## src/rtl/nand_bridge_pkg.sv

```systemverilog
package nand_bridge_pkg;

  typedef enum logic [2:0] {
    ST_IDLE,
    ST_SETUP,
    ST_STROBE,
    ST_HOLD,
    ST_DONE
  } seq_state_t;

  localparam logic [1:0] SZ_BYTE = 2'd0;
  localparam logic [1:0] SZ_HALF = 2'd1;

  // index of the last byte lane for a given access size
  function automatic logic [1:0] last_lane(input logic [1:0] sz);
    case (sz)
      SZ_BYTE: last_lane = 2'd0;
      SZ_HALF: last_lane = 2'd1;
      default: last_lane = 2'd3;
    endcase
  endfunction

endpackage

```

## src/rtl/nand_bridge_regs.sv

```systemverilog
module nand_bridge_regs #(
  parameter int         NCS       = 4,
  parameter logic [7:0] REV_MAJOR = 8'd3,
  parameter logic [7:0] REV_MINOR = 8'd1
) (
  input  logic           clk,
  input  logic           rst_n,
  input  logic           wr_ctrl,
  input  logic [NCS-1:0] wr_val,
  input  logic [1:0]     rd_sel,
  input  logic           wait_in,
  output logic [NCS-1:0] mode_en,
  output logic [31:0]    rd_val
);

  logic [NCS-1:0] ctrl_q, ctrl_d;
  logic           rdy_meta_q, rdy_q;

  always_comb begin
    ctrl_d = ctrl_q;
    if (wr_ctrl) ctrl_d = wr_val;
  end

  always_ff @(posedge clk or negedge rst_n) begin
    if (!rst_n) begin
      ctrl_q     <= '0;
      rdy_meta_q <= 1'b0;
      rdy_q      <= 1'b0;
    end else begin
      ctrl_q     <= ctrl_d;
      rdy_meta_q <= wait_in;
      rdy_q      <= rdy_meta_q;
    end
  end

  assign mode_en = ctrl_q;

  always_comb begin
    rd_val = '0;
    case (rd_sel)
      2'd0:    rd_val[NCS-1:0] = ctrl_q;
      2'd1:    rd_val[0]       = rdy_q;
      2'd2:    rd_val[15:0]    = {REV_MAJOR, REV_MINOR};
      default: rd_val = '0;
    endcase
  end

endmodule

```

## src/rtl/nand_bridge_seq.sv

```systemverilog
module nand_bridge_seq
  import nand_bridge_pkg::*;
#(
  parameter int CSW       = 2,
  parameter int SETUP_CYC = 1,
  parameter int STRB_CYC  = 2,
  parameter int HOLD_CYC  = 1
) (
  input  logic           clk,
  input  logic           rst_n,
  input  logic           start,
  input  logic           start_flash,
  input  logic           start_we,
  input  logic           start_cle,
  input  logic           start_ale,
  input  logic           start_sec,
  input  logic [CSW-1:0] start_cs,
  input  logic [1:0]     start_last,
  input  logic [31:0]    start_wdata,
  input  logic [31:0]    start_rval,
  input  logic [7:0]     dq_in,
  output logic           busy,
  output logic           ack,
  output logic [31:0]    rdata,
  output logic           cyc_on,
  output logic           cur_sec,
  output logic [CSW-1:0] cur_cs,
  output logic           cle,
  output logic           ale,
  output logic           we_n,
  output logic           re_n,
  output logic [7:0]     dq_out,
  output logic           dq_oe
);

  localparam int TMAX = (SETUP_CYC > STRB_CYC) ?
                        ((SETUP_CYC > HOLD_CYC) ? SETUP_CYC : HOLD_CYC) :
                        ((STRB_CYC > HOLD_CYC) ? STRB_CYC : HOLD_CYC);
  localparam int CW = (TMAX > 1) ? $clog2(TMAX) : 1;
  localparam logic [CW-1:0] SU_LD = CW'(SETUP_CYC - 1);
  localparam logic [CW-1:0] ST_LD = CW'(STRB_CYC - 1);
  localparam logic [CW-1:0] HO_LD = CW'(HOLD_CYC - 1);

  seq_state_t     state_q, state_d;
  logic [CW-1:0]  cnt_q, cnt_d;
  logic [1:0]     lane_q, lane_d, last_q, last_d;
  logic           we_q, we_d, cle_q, cle_d, ale_q, ale_d, sec_q, sec_d;
  logic [CSW-1:0] cs_q, cs_d;
  logic [31:0]    wdata_q, wdata_d, rdata_q, rdata_d;

  always_comb begin
    state_d = state_q;
    cnt_d   = cnt_q;
    lane_d  = lane_q;
    last_d  = last_q;
    we_d    = we_q;
    cle_d   = cle_q;
    ale_d   = ale_q;
    sec_d   = sec_q;
    cs_d    = cs_q;
    wdata_d = wdata_q;
    rdata_d = rdata_q;
    case (state_q)
      ST_IDLE: if (start) begin
        we_d    = start_we;
        cle_d   = start_cle;
        ale_d   = start_ale;
        sec_d   = start_sec;
        cs_d    = start_cs;
        last_d  = start_last;
        wdata_d = start_wdata;
        lane_d  = 2'd0;
        if (start_flash) begin
          state_d = ST_SETUP;
          cnt_d   = SU_LD;
          rdata_d = '0;
        end else begin
          state_d = ST_DONE;
          rdata_d = start_rval;
        end
      end
      ST_SETUP: begin
        if (cnt_q == '0) begin
          state_d = ST_STROBE;
          cnt_d   = ST_LD;
        end else cnt_d = cnt_q - 1'b1;
      end
      ST_STROBE: begin
        if (cnt_q == '0) begin
          state_d = ST_HOLD;
          cnt_d   = HO_LD;
          if (!we_q) rdata_d[{lane_q, 3'b000} +: 8] = dq_in;
        end else cnt_d = cnt_q - 1'b1;
      end
      ST_HOLD: begin
        if (cnt_q == '0) begin
          if (lane_q == last_q) state_d = ST_DONE;
          else begin
            state_d = ST_SETUP;
            cnt_d   = SU_LD;
            lane_d  = lane_q + 2'd1;
          end
        end else cnt_d = cnt_q - 1'b1;
      end
      ST_DONE: state_d = ST_IDLE;
      default: state_d = ST_IDLE;
    endcase
  end

  always_ff @(posedge clk or negedge rst_n) begin
    if (!rst_n) begin
      state_q <= ST_IDLE;
      cnt_q   <= '0;
      lane_q  <= '0;
      last_q  <= '0;
      we_q    <= 1'b0;
      cle_q   <= 1'b0;
      ale_q   <= 1'b0;
      sec_q   <= 1'b0;
      cs_q    <= '0;
      wdata_q <= '0;
      rdata_q <= '0;
    end else begin
      state_q <= state_d;
      cnt_q   <= cnt_d;
      lane_q  <= lane_d;
      last_q  <= last_d;
      we_q    <= we_d;
      cle_q   <= cle_d;
      ale_q   <= ale_d;
      sec_q   <= sec_d;
      cs_q    <= cs_d;
      wdata_q <= wdata_d;
      rdata_q <= rdata_d;
    end
  end

  assign busy    = (state_q != ST_IDLE);
  assign ack     = (state_q == ST_DONE);
  assign rdata   = rdata_q;
  assign cyc_on  = (state_q == ST_SETUP) || (state_q == ST_STROBE) || (state_q == ST_HOLD);
  assign cur_sec = sec_q;
  assign cur_cs  = cs_q;
  assign cle     = cyc_on && cle_q;
  assign ale     = cyc_on && ale_q;
  assign we_n    = !((state_q == ST_STROBE) && we_q);
  assign re_n    = !((state_q == ST_STROBE) && !we_q);
  assign dq_oe   = cyc_on && we_q;
  assign dq_out  = wdata_q[{lane_q, 3'b000} +: 8];

endmodule

```

## src/rtl/nand_cycle_bridge.sv

```systemverilog
module nand_cycle_bridge
  import nand_bridge_pkg::*;
#(
  parameter int         AW        = 16,
  parameter int         NCS       = 4,
  parameter int         CSW       = (NCS > 1) ? $clog2(NCS) : 1,
  parameter int         SEC_BIT   = 12,
  parameter int         SETUP_CYC = 1,
  parameter int         STRB_CYC  = 2,
  parameter int         HOLD_CYC  = 1,
  parameter logic [7:0] REV_MAJOR = 8'd3,
  parameter logic [7:0] REV_MINOR = 8'd1
) (
  input  logic           clk,
  input  logic           rst_n,
  input  logic           bus_req,
  input  logic           bus_we,
  input  logic [AW-1:0]  bus_addr,
  input  logic [1:0]     bus_size,
  input  logic [CSW-1:0] bus_cs,
  input  logic [31:0]    bus_wdata,
  output logic           bus_busy,
  output logic           bus_ack,
  output logic [31:0]    bus_rdata,
  output logic [NCS-1:0] nand_ce_n,
  output logic           nand_ce2_n,
  output logic           nand_cle,
  output logic           nand_ale,
  output logic           nand_we_n,
  output logic           nand_re_n,
  output logic [7:0]     nand_dq_out,
  output logic           nand_dq_oe,
  input  logic [7:0]     nand_dq_in,
  input  logic           nand_wait
);

  localparam int REG_BIT = AW - 1;

  logic           rst_m_q, rst_s_q;
  logic           accept, is_reg, cs_on;
  logic [NCS-1:0] mode_en;
  logic [31:0]    reg_val;
  logic           cyc_on, cur_sec;
  logic [CSW-1:0] cur_cs;

  // asynchronous assertion, synchronous release
  always_ff @(posedge clk or negedge rst_n) begin
    if (!rst_n) begin
      rst_m_q <= 1'b0;
      rst_s_q <= 1'b0;
    end else begin
      rst_m_q <= 1'b1;
      rst_s_q <= rst_m_q;
    end
  end

  assign is_reg = bus_addr[REG_BIT];
  assign accept = bus_req && !bus_busy;
  assign cs_on  = mode_en[bus_cs];

  nand_bridge_regs #(
    .NCS(NCS), .REV_MAJOR(REV_MAJOR), .REV_MINOR(REV_MINOR)
  ) i_regs (
    .clk     (clk),
    .rst_n   (rst_s_q),
    .wr_ctrl (accept && is_reg && bus_we && (bus_addr[3:2] == 2'd0)),
    .wr_val  (bus_wdata[NCS-1:0]),
    .rd_sel  (bus_addr[3:2]),
    .wait_in (nand_wait),
    .mode_en (mode_en),
    .rd_val  (reg_val)
  );

  nand_bridge_seq #(
    .CSW(CSW), .SETUP_CYC(SETUP_CYC), .STRB_CYC(STRB_CYC), .HOLD_CYC(HOLD_CYC)
  ) i_seq (
    .clk         (clk),
    .rst_n       (rst_s_q),
    .start       (accept),
    .start_flash (!is_reg && cs_on),
    .start_we    (bus_we),
    .start_cle   (bus_we && bus_addr[4]),
    .start_ale   (bus_we && !bus_addr[4] && bus_addr[3]),
    .start_sec   (bus_addr[SEC_BIT]),
    .start_cs    (bus_cs),
    .start_last  (last_lane(bus_size)),
    .start_wdata (bus_wdata),
    .start_rval  ((is_reg && !bus_we) ? reg_val : 32'd0),
    .dq_in       (nand_dq_in),
    .busy        (bus_busy),
    .ack         (bus_ack),
    .rdata       (bus_rdata),
    .cyc_on      (cyc_on),
    .cur_sec     (cur_sec),
    .cur_cs      (cur_cs),
    .cle         (nand_cle),
    .ale         (nand_ale),
    .we_n        (nand_we_n),
    .re_n        (nand_re_n),
    .dq_out      (nand_dq_out),
    .dq_oe       (nand_dq_oe)
  );

  for (genvar g = 0; g < NCS; g++) begin : g_ce
    assign nand_ce_n[g] = !(cyc_on && !cur_sec && (cur_cs == CSW'(g)));
  end

  assign nand_ce2_n = !(cyc_on && cur_sec);

endmodule

```

## config.mk

```make
export PLATFORM = sky130hd
export DESIGN_NAME = nand_cycle_bridge
export DESIGN_NICKNAME = d
export VERILOG_FILES = /design/src/rtl/nand_bridge_pkg.sv /design/src/rtl/nand_bridge_regs.sv /design/src/rtl/nand_bridge_seq.sv /design/src/rtl/nand_cycle_bridge.sv
export SDC_FILE = /design/constraint.sdc
export NUM_CORES = 1
export LEC_CHECK = 0
export ABC_AREA = 1
export CAP_MARGIN = 30
export CORE_MARGIN = 3
export CORE_UTILIZATION = 50
export DETAILED_ROUTE_END_ITERATION = 8
export HOLD_SLACK_MARGIN = 0.1
export PLACE_DENSITY = 0.8
export SLEW_MARGIN = 20
export SYNTH_ARGS = -nofsm -noshare
export SYNTH_HDL_FRONTEND = slang
export SYNTH_HIERARCHICAL = 1
export SYNTH_SLANG_ARGS = --single-unit
```

## constraint.sdc

```tcl
create_clock -name clk -period 4.65 [get_ports clk]
set_clock_uncertainty 0.1 [all_clocks]
set_input_delay 0.93 -clock clk [delete_from_list [all_inputs] [get_ports clk]]
set_output_delay 0.93 -clock clk [all_outputs]
set_load 0.03 [all_outputs]
```

Yosys cells after proc, flatten, opt, wreduce, memory -nomap -nowiden
Index checks and enable logic that the tools add are counted.
Word-level totals
  bits in registers: 86
  input port bits: 65
  logic and storage cells: 119
  output and inout port bits: 52
Operators by class
  reductions and logical operators: 49
  add/subtract/negate cells: 3
  multiplexer cells: 29
  order comparisons: 1
  shifts and indexed selects: 3
  equality and inequality tests: 18
Operators by type and width (count)
  32-bit 2-to-1 mux: 3
  32-bit case mux with 2 select lines: 1
  32-bit bitwise mux: 1
  16-bit 2-to-1 mux: 2
  8-bit by 7-bit variable shift with 32-bit output, first input constant: 1
  32-bit by 6-bit indexed part select with 8-bit output: 1
  8-bit by 7-bit indexed part select with 32-bit output: 1
  3-bit 2-to-1 mux: 7
  1-bit logical AND: 20
  1-bit logical NOT: 13
  2-bit != test, second input constant: 6
  3-bit case mux with 4 select lines: 1
  4-bit AND reduction: 3
  2-bit case mux with 2 select lines: 2
  5-bit negation with 7-bit output: 1
  2-bit by 1-bit equality test with 1-bit output, second input constant: 3
  2-bit equality test, second input constant: 3
  3-bit by 2-bit equality test with 1-bit output, second input constant: 2
  2-bit logical NOT: 3
  2-bit 2-to-1 mux: 3
  6-bit 2-to-1 mux: 1
  1-bit case mux with 3 select lines: 2
  3-bit nonzero test: 2
  1-bit 2-to-1 mux: 5
  14 further kinds: 16

Depth between registers and ports, before layout
  depth after elaboration: 6
  gate-level depth with buffers: 12

Cells and area by module
The synthesis kept the hierarchy.
By module, submodules not included
  nand_bridge_seq: area each 4032.6 um2, cells an instance 553, times used 1
  nand_cycle_bridge: area each 578.1 um2, cells an instance 104, times used 1
  nand_bridge_regs: area each 456.7 um2, cells an instance 58, times used 1

Worst setup path after synthesis
OpenSTA, ideal clock, no wires.
  path type: reg-to-output
  start: reg i_seq.lane_q[0]
  end: out nand_dq_out[0]
  path slack: 2.146 ns
  buffers on the path: 1
  arrival: 1.474 ns
  cell stages (with the launch flop): 5
  cell sequence: dfrtp_1 -> inv_1 -> clkbuf_1 -> o21ai_0 -> o22ai_1
Between the ends
  longest elaborated chain between the ends: 1
Ends and longest elaborated chain
  start: declaration: line nand_bridge_seq.sv:46  | logic [1:0] lane_q, lane_d, last_q, last_d;
  start signal: assignment: line nand_bridge_seq.sv:126  | lane_q <= lane_d;
  32-bit by 6-bit indexed part select with 8-bit output: line nand_bridge_seq.sv:149  | assign dq_out = wdata_q[{lane_q, 3'b000} +: 8];
  end: declaration: line nand_cycle_bridge.sv:31  | output logic [7:0] nand_dq_out,
Every way passes these cells.

Final worst setup path
  start: reg i_seq.lane_q[1]
  end: out nand_dq_out[3]
The elaborated chain is that of the path after synthesis.

==> insert_results.sql <==
INSERT INTO impl_metrics (metric_group, metric, value, unit) VALUES
('routing', 'detail_route.first_pass.iterations', '5', ''),
('placed_design', 'port-buffer-count', '105', ''),
('routing', 'total_via_count_after_detailed_routing', '4518', ''),
('routing', 'detail-route-antenna-nets', '0', ''),
('grt', 'gr-max-usage-layer', 'met2', ''),
('clock_network', 'post_cts.repair.setup_buffers', '0', ''),
('grt', 'first_global_vias', '4372', ''),
('grt', 'gr-usage-met2', '36.6', '%'),
('final_layout', 'final_layout_size_suffix_gt1_share', '9.82', '%'),
('placed_design', 'pre_cts_ws', '1.63', 'ns'),
('final_layout', 'n_antenna_cell', '0', ''),
('final_layout', 'nets', '880', ''),
('grt', 'met3_usage', '3.31', '%'),
('clock_network', 'cts_max_path_buffers', '2', ''),
('clock_network', 'clock_sinks', '86', ''),
('critical_path', 'endpoint_arrival_time_on_the_critical_path', '2.40', 'ns'),
('synthesis', 'cell_area_synth', '0.00507', 'mm²'),
('grt', 'grt_antenna_before_repair', '0', ''),
('synthesis', 'postSynthCellCount', '715', ''),
('synthesis', 'ys_top_cells_by_count', 'sky130_fd_sc_hd__nand2_1 (311), sky130_fd_sc_hd__dfrtp_1 (86), sky130_fd_sc_hd__inv_1 (74)', ''),
('routing', 'drtIter0Drc', '255', ''),
('synthesis', 'synth_top_cells_by_area', 'sky130_fd_sc_hd__dfrtp_1 (42%), sky130_fd_sc_hd__nand2_1 (23%), sky130_fd_sc_hd__inv_1 (5.5%)', ''),
('grt', 'grt_overflow', '0', ''),
('timing', 'timing.final.max_slew_violations', '0', ''),
('outcome', 'outcome', 'completed', ''),
('synthesis', 'synthDistinctLibCells', '31', ''),
('clock_network', 'worstSkewPairLatency', '0.36', 'ns'),
('clock_network', 'cts_hold_buffers', '0', ''),
('power', 'leakage', '3.09', 'nW'),
('timing', 'layout_worst_path_cycle_share', '73.7', '%'),
('hold_path', 'hold_path_class', 'flop to asynchronous set/reset pin', ''),
('synthesis', 'async_flop_share', '100', '%'),
('synthesis', 'ys_seq_area_share', '42.5', '%'),
('critical_path', 'timing.critical_path.required', '3.62', 'ns'),
('synthesis', 'synthesis.yosys.warnings', '6', ''),
('clock_network', 'tritoncts_clock_tree', 'yes', ''),
('final_layout', 'layout-area-overhead-vs-synth', '23.5', '%'),
('final_layout', 'end_of_flow_core_utilization', '63.7', '%'),
('timing', 'max_freq', '0.292', 'GHz'),
('final_layout', 'final_area', '0.00626', 'mm²'),
('timing', 'final-hold-violation-count', '0', ''),
('critical_path', 'worst_setup_path_end_kind', 'primary output', ''),
('synthesis', 'ys_seq_elements', '86', ''),
('placed_design', 'dpl.hpwl', '8980', 'µm'),
('clock_network', 'htree_levels', '3', ''),
('synthesis', 'postSynthAreaPerCell', '7.09', 'µm²'),
('clock_network', 'clk_transition_reported_paths', '0.08', 'ns'),
('floorplan', 'floorplan.die_area', '0.0114', 'mm²'),
('synthesis', 'synth_top_cell_by_area', 'sky130_fd_sc_hd__dfrtp_1', ''),
('critical_path', 'path_max_fanout', '13', ''),
('floorplan', 'fp.coreArea', '0.00982', 'mm²'),
('routing', 'route.detailed.vias_per_inst', '4.77', ''),
('floorplan', 'ioPinCount', '117', ''),
('routing', 'detail_route.drc_violations', '0', ''),
('timing', 'tightestPinTransition', '0.698', 'ns'),
('timing', 'unrepaired_setup_endpoints_after_global_routing', 'no', ''),
('grt', 'pin_count_of_the_biggest_net_entering_global_routing', '53', ''),
('timing', 'timing.max_slew.rel_slack', '53.3', '%'),
('placed_design', 'place_area', '0.00608', 'mm²'),
('power', 'worst_supply_voltage_drop_on_vdd', '0.476', 'mV'),
('clock_network', 'cts_resized', '0', ''),
('routing', 'detail_route.wl_per_cell', '12.4', 'µm'),
('grt', 'grt_pass1_wl', '20100', 'µm'),
('grt', 'met1_usage', '28.7', '%'),
('timing', 'period_minus_slack', '3.43', 'ns'),
('placed_design', 'gp_congestion', '0.905', ''),
('floorplan', 'die_w', '107', 'µm'),
('clock_network', 'cts_root_buf', 'sky130_fd_sc_hd__clkbuf_8', ''),
('floorplan', 'floorplan.rows', '36', ''),
('power', 'pwr_density_cell', '573', 'mW/mm²'),
('timing', 'setup_viol', '0', '');
==> cells in the final DEF (no fill, tap or decap) <==
cell / n
sky130_fd_sc_hd__ha_1: 5
sky130_fd_sc_hd__inv_2: 7
sky130_fd_sc_hd__clkinv_4: 2
sky130_fd_sc_hd__clkinvlp_4: 1
sky130_fd_sc_hd__a21oi_1: 3
sky130_fd_sc_hd__nand2_8: 1
sky130_fd_sc_hd__xnor2_1: 1
sky130_fd_sc_hd__nor2_8: 1
sky130_fd_sc_hd__nand3_1: 18
sky130_fd_sc_hd__nand2_1: 311
sky130_fd_sc_hd__nand4_1: 2
sky130_fd_sc_hd__nand3_2: 1
sky130_fd_sc_hd__clkinv_1: 1
sky130_fd_sc_hd__o22ai_1: 8
sky130_fd_sc_hd__dfrtp_4: 1
sky130_fd_sc_hd__clkdlybuf4s50_1: 105
sky130_fd_sc_hd__clkbuf_8: 10
sky130_fd_sc_hd__nor2_4: 5
sky130_fd_sc_hd__clkinv_2: 2
sky130_fd_sc_hd__nand2_4: 6
sky130_fd_sc_hd__dfrtp_1: 85
sky130_fd_sc_hd__inv_1: 74
sky130_fd_sc_hd__nor2_2: 37
sky130_fd_sc_hd__nor2_1: 38
sky130_fd_sc_hd__buf_4: 2
sky130_fd_sc_hd__inv_4: 1
sky130_fd_sc_hd__o21ai_0: 50
sky130_fd_sc_hd__buf_16: 1
sky130_fd_sc_hd__nand2_2: 1
sky130_fd_sc_hd__conb_1: 27
sky130_fd_sc_hd__nor3_1: 5
sky130_fd_sc_hd__nand3b_1: 1
sky130_fd_sc_hd__clkbuf_1: 1
sky130_fd_sc_hd__or2_2: 1
==> layout make-up <==
class                      count  area [µm²]
multi-input combinational    522        2350
sequential                    86        2160
fill                         905        3560
tap                          133         166
clock inverter                 5        35.0
inverter                      83         314
clock buffer                  11         141
timing repair buffer         108        1090
==> registers in the layout (all words and copies together) (netlist names), 2 cells and up <==
signal	count
i_seq/rdata	32
i_seq/wdata_q	32
i_regs/mode_en	4
i_seq/state_q	3
i_seq/cur_cs	2
i_seq/lane_q	2
i_seq/last_q	2
==> kinds of logic after synthesis <==
group                      synth area share (%)
AOI/OAI and AO/OA                          6.22
xor gates and xnor gates                  0.173
adders and majority gates                  1.23
buffers and inverters                      13.0
DFF                                        42.5
other                                     0.148
and+or+nand+nor                            36.8
==> final timing paths <==
check                                  start                to  slack [ns]  cells past startpoint
hold / removal                       rst_s_q   i_seq/rdata[20]        0.18                      0
min in group clk           i_regs/rdy_meta_q      i_regs/rdy_q        0.25                      0
hold reg to reg                      rst_s_q   i_seq/rdata[20]        0.18                      0
setup reg to reg            i_seq/state_q[1]  i_seq/wdata_q[5]        2.14                     10
max in group asynchronous            rst_s_q        i_seq/we_q        3.68                      1
setup / recovery             i_seq/lane_q[1]    nand_dq_out[3]        1.22                      4
==> per-layer routing <==
metal  wire length [µm]  share of wire (%)
met1               5130                 44
met2               5610                 48
met3                799                6.8
met4                240                2.0
met5                  0                  0
==> metrics by stage <==
stage | power, mW | cells | hold slack [ns]
2_1_floorplan | 2.49 | 740 | 0.231
6_report | 3.59 | 948 | 0.177
4_1_cts | 3.62 | 948 | 0.194
3_5_place_dp | 3.13 | 932 | 0.185
3_3_place_gp | 3.07 | 931 | 0.235
5_1_grt | 3.87 | 948 | 0.219
==> critical path, stage by stage, from the launching register on <==
cell and delay [ns]:
sky130_fd_sc_hd__dfrtp_1 0.60, sky130_fd_sc_hd__clkinv_1 0.43, sky130_fd_sc_hd__o21ai_0 0.23, sky130_fd_sc_hd__o22ai_1 0.16, sky130_fd_sc_hd__clkdlybuf4s50_1 0.62
==> where the power goes <==
| part | internal (mW) | switching (mW) | total [mW] |
|---|---|---|---|
| sequential | 1.05 | 0.192 | 1.25 |
| combinational | 0.672 | 1.20 | 1.87 |
| clock | 0.209 | 0.264 | 0.473 |
No activity file was read; power rests on OpenSTA's default activity.
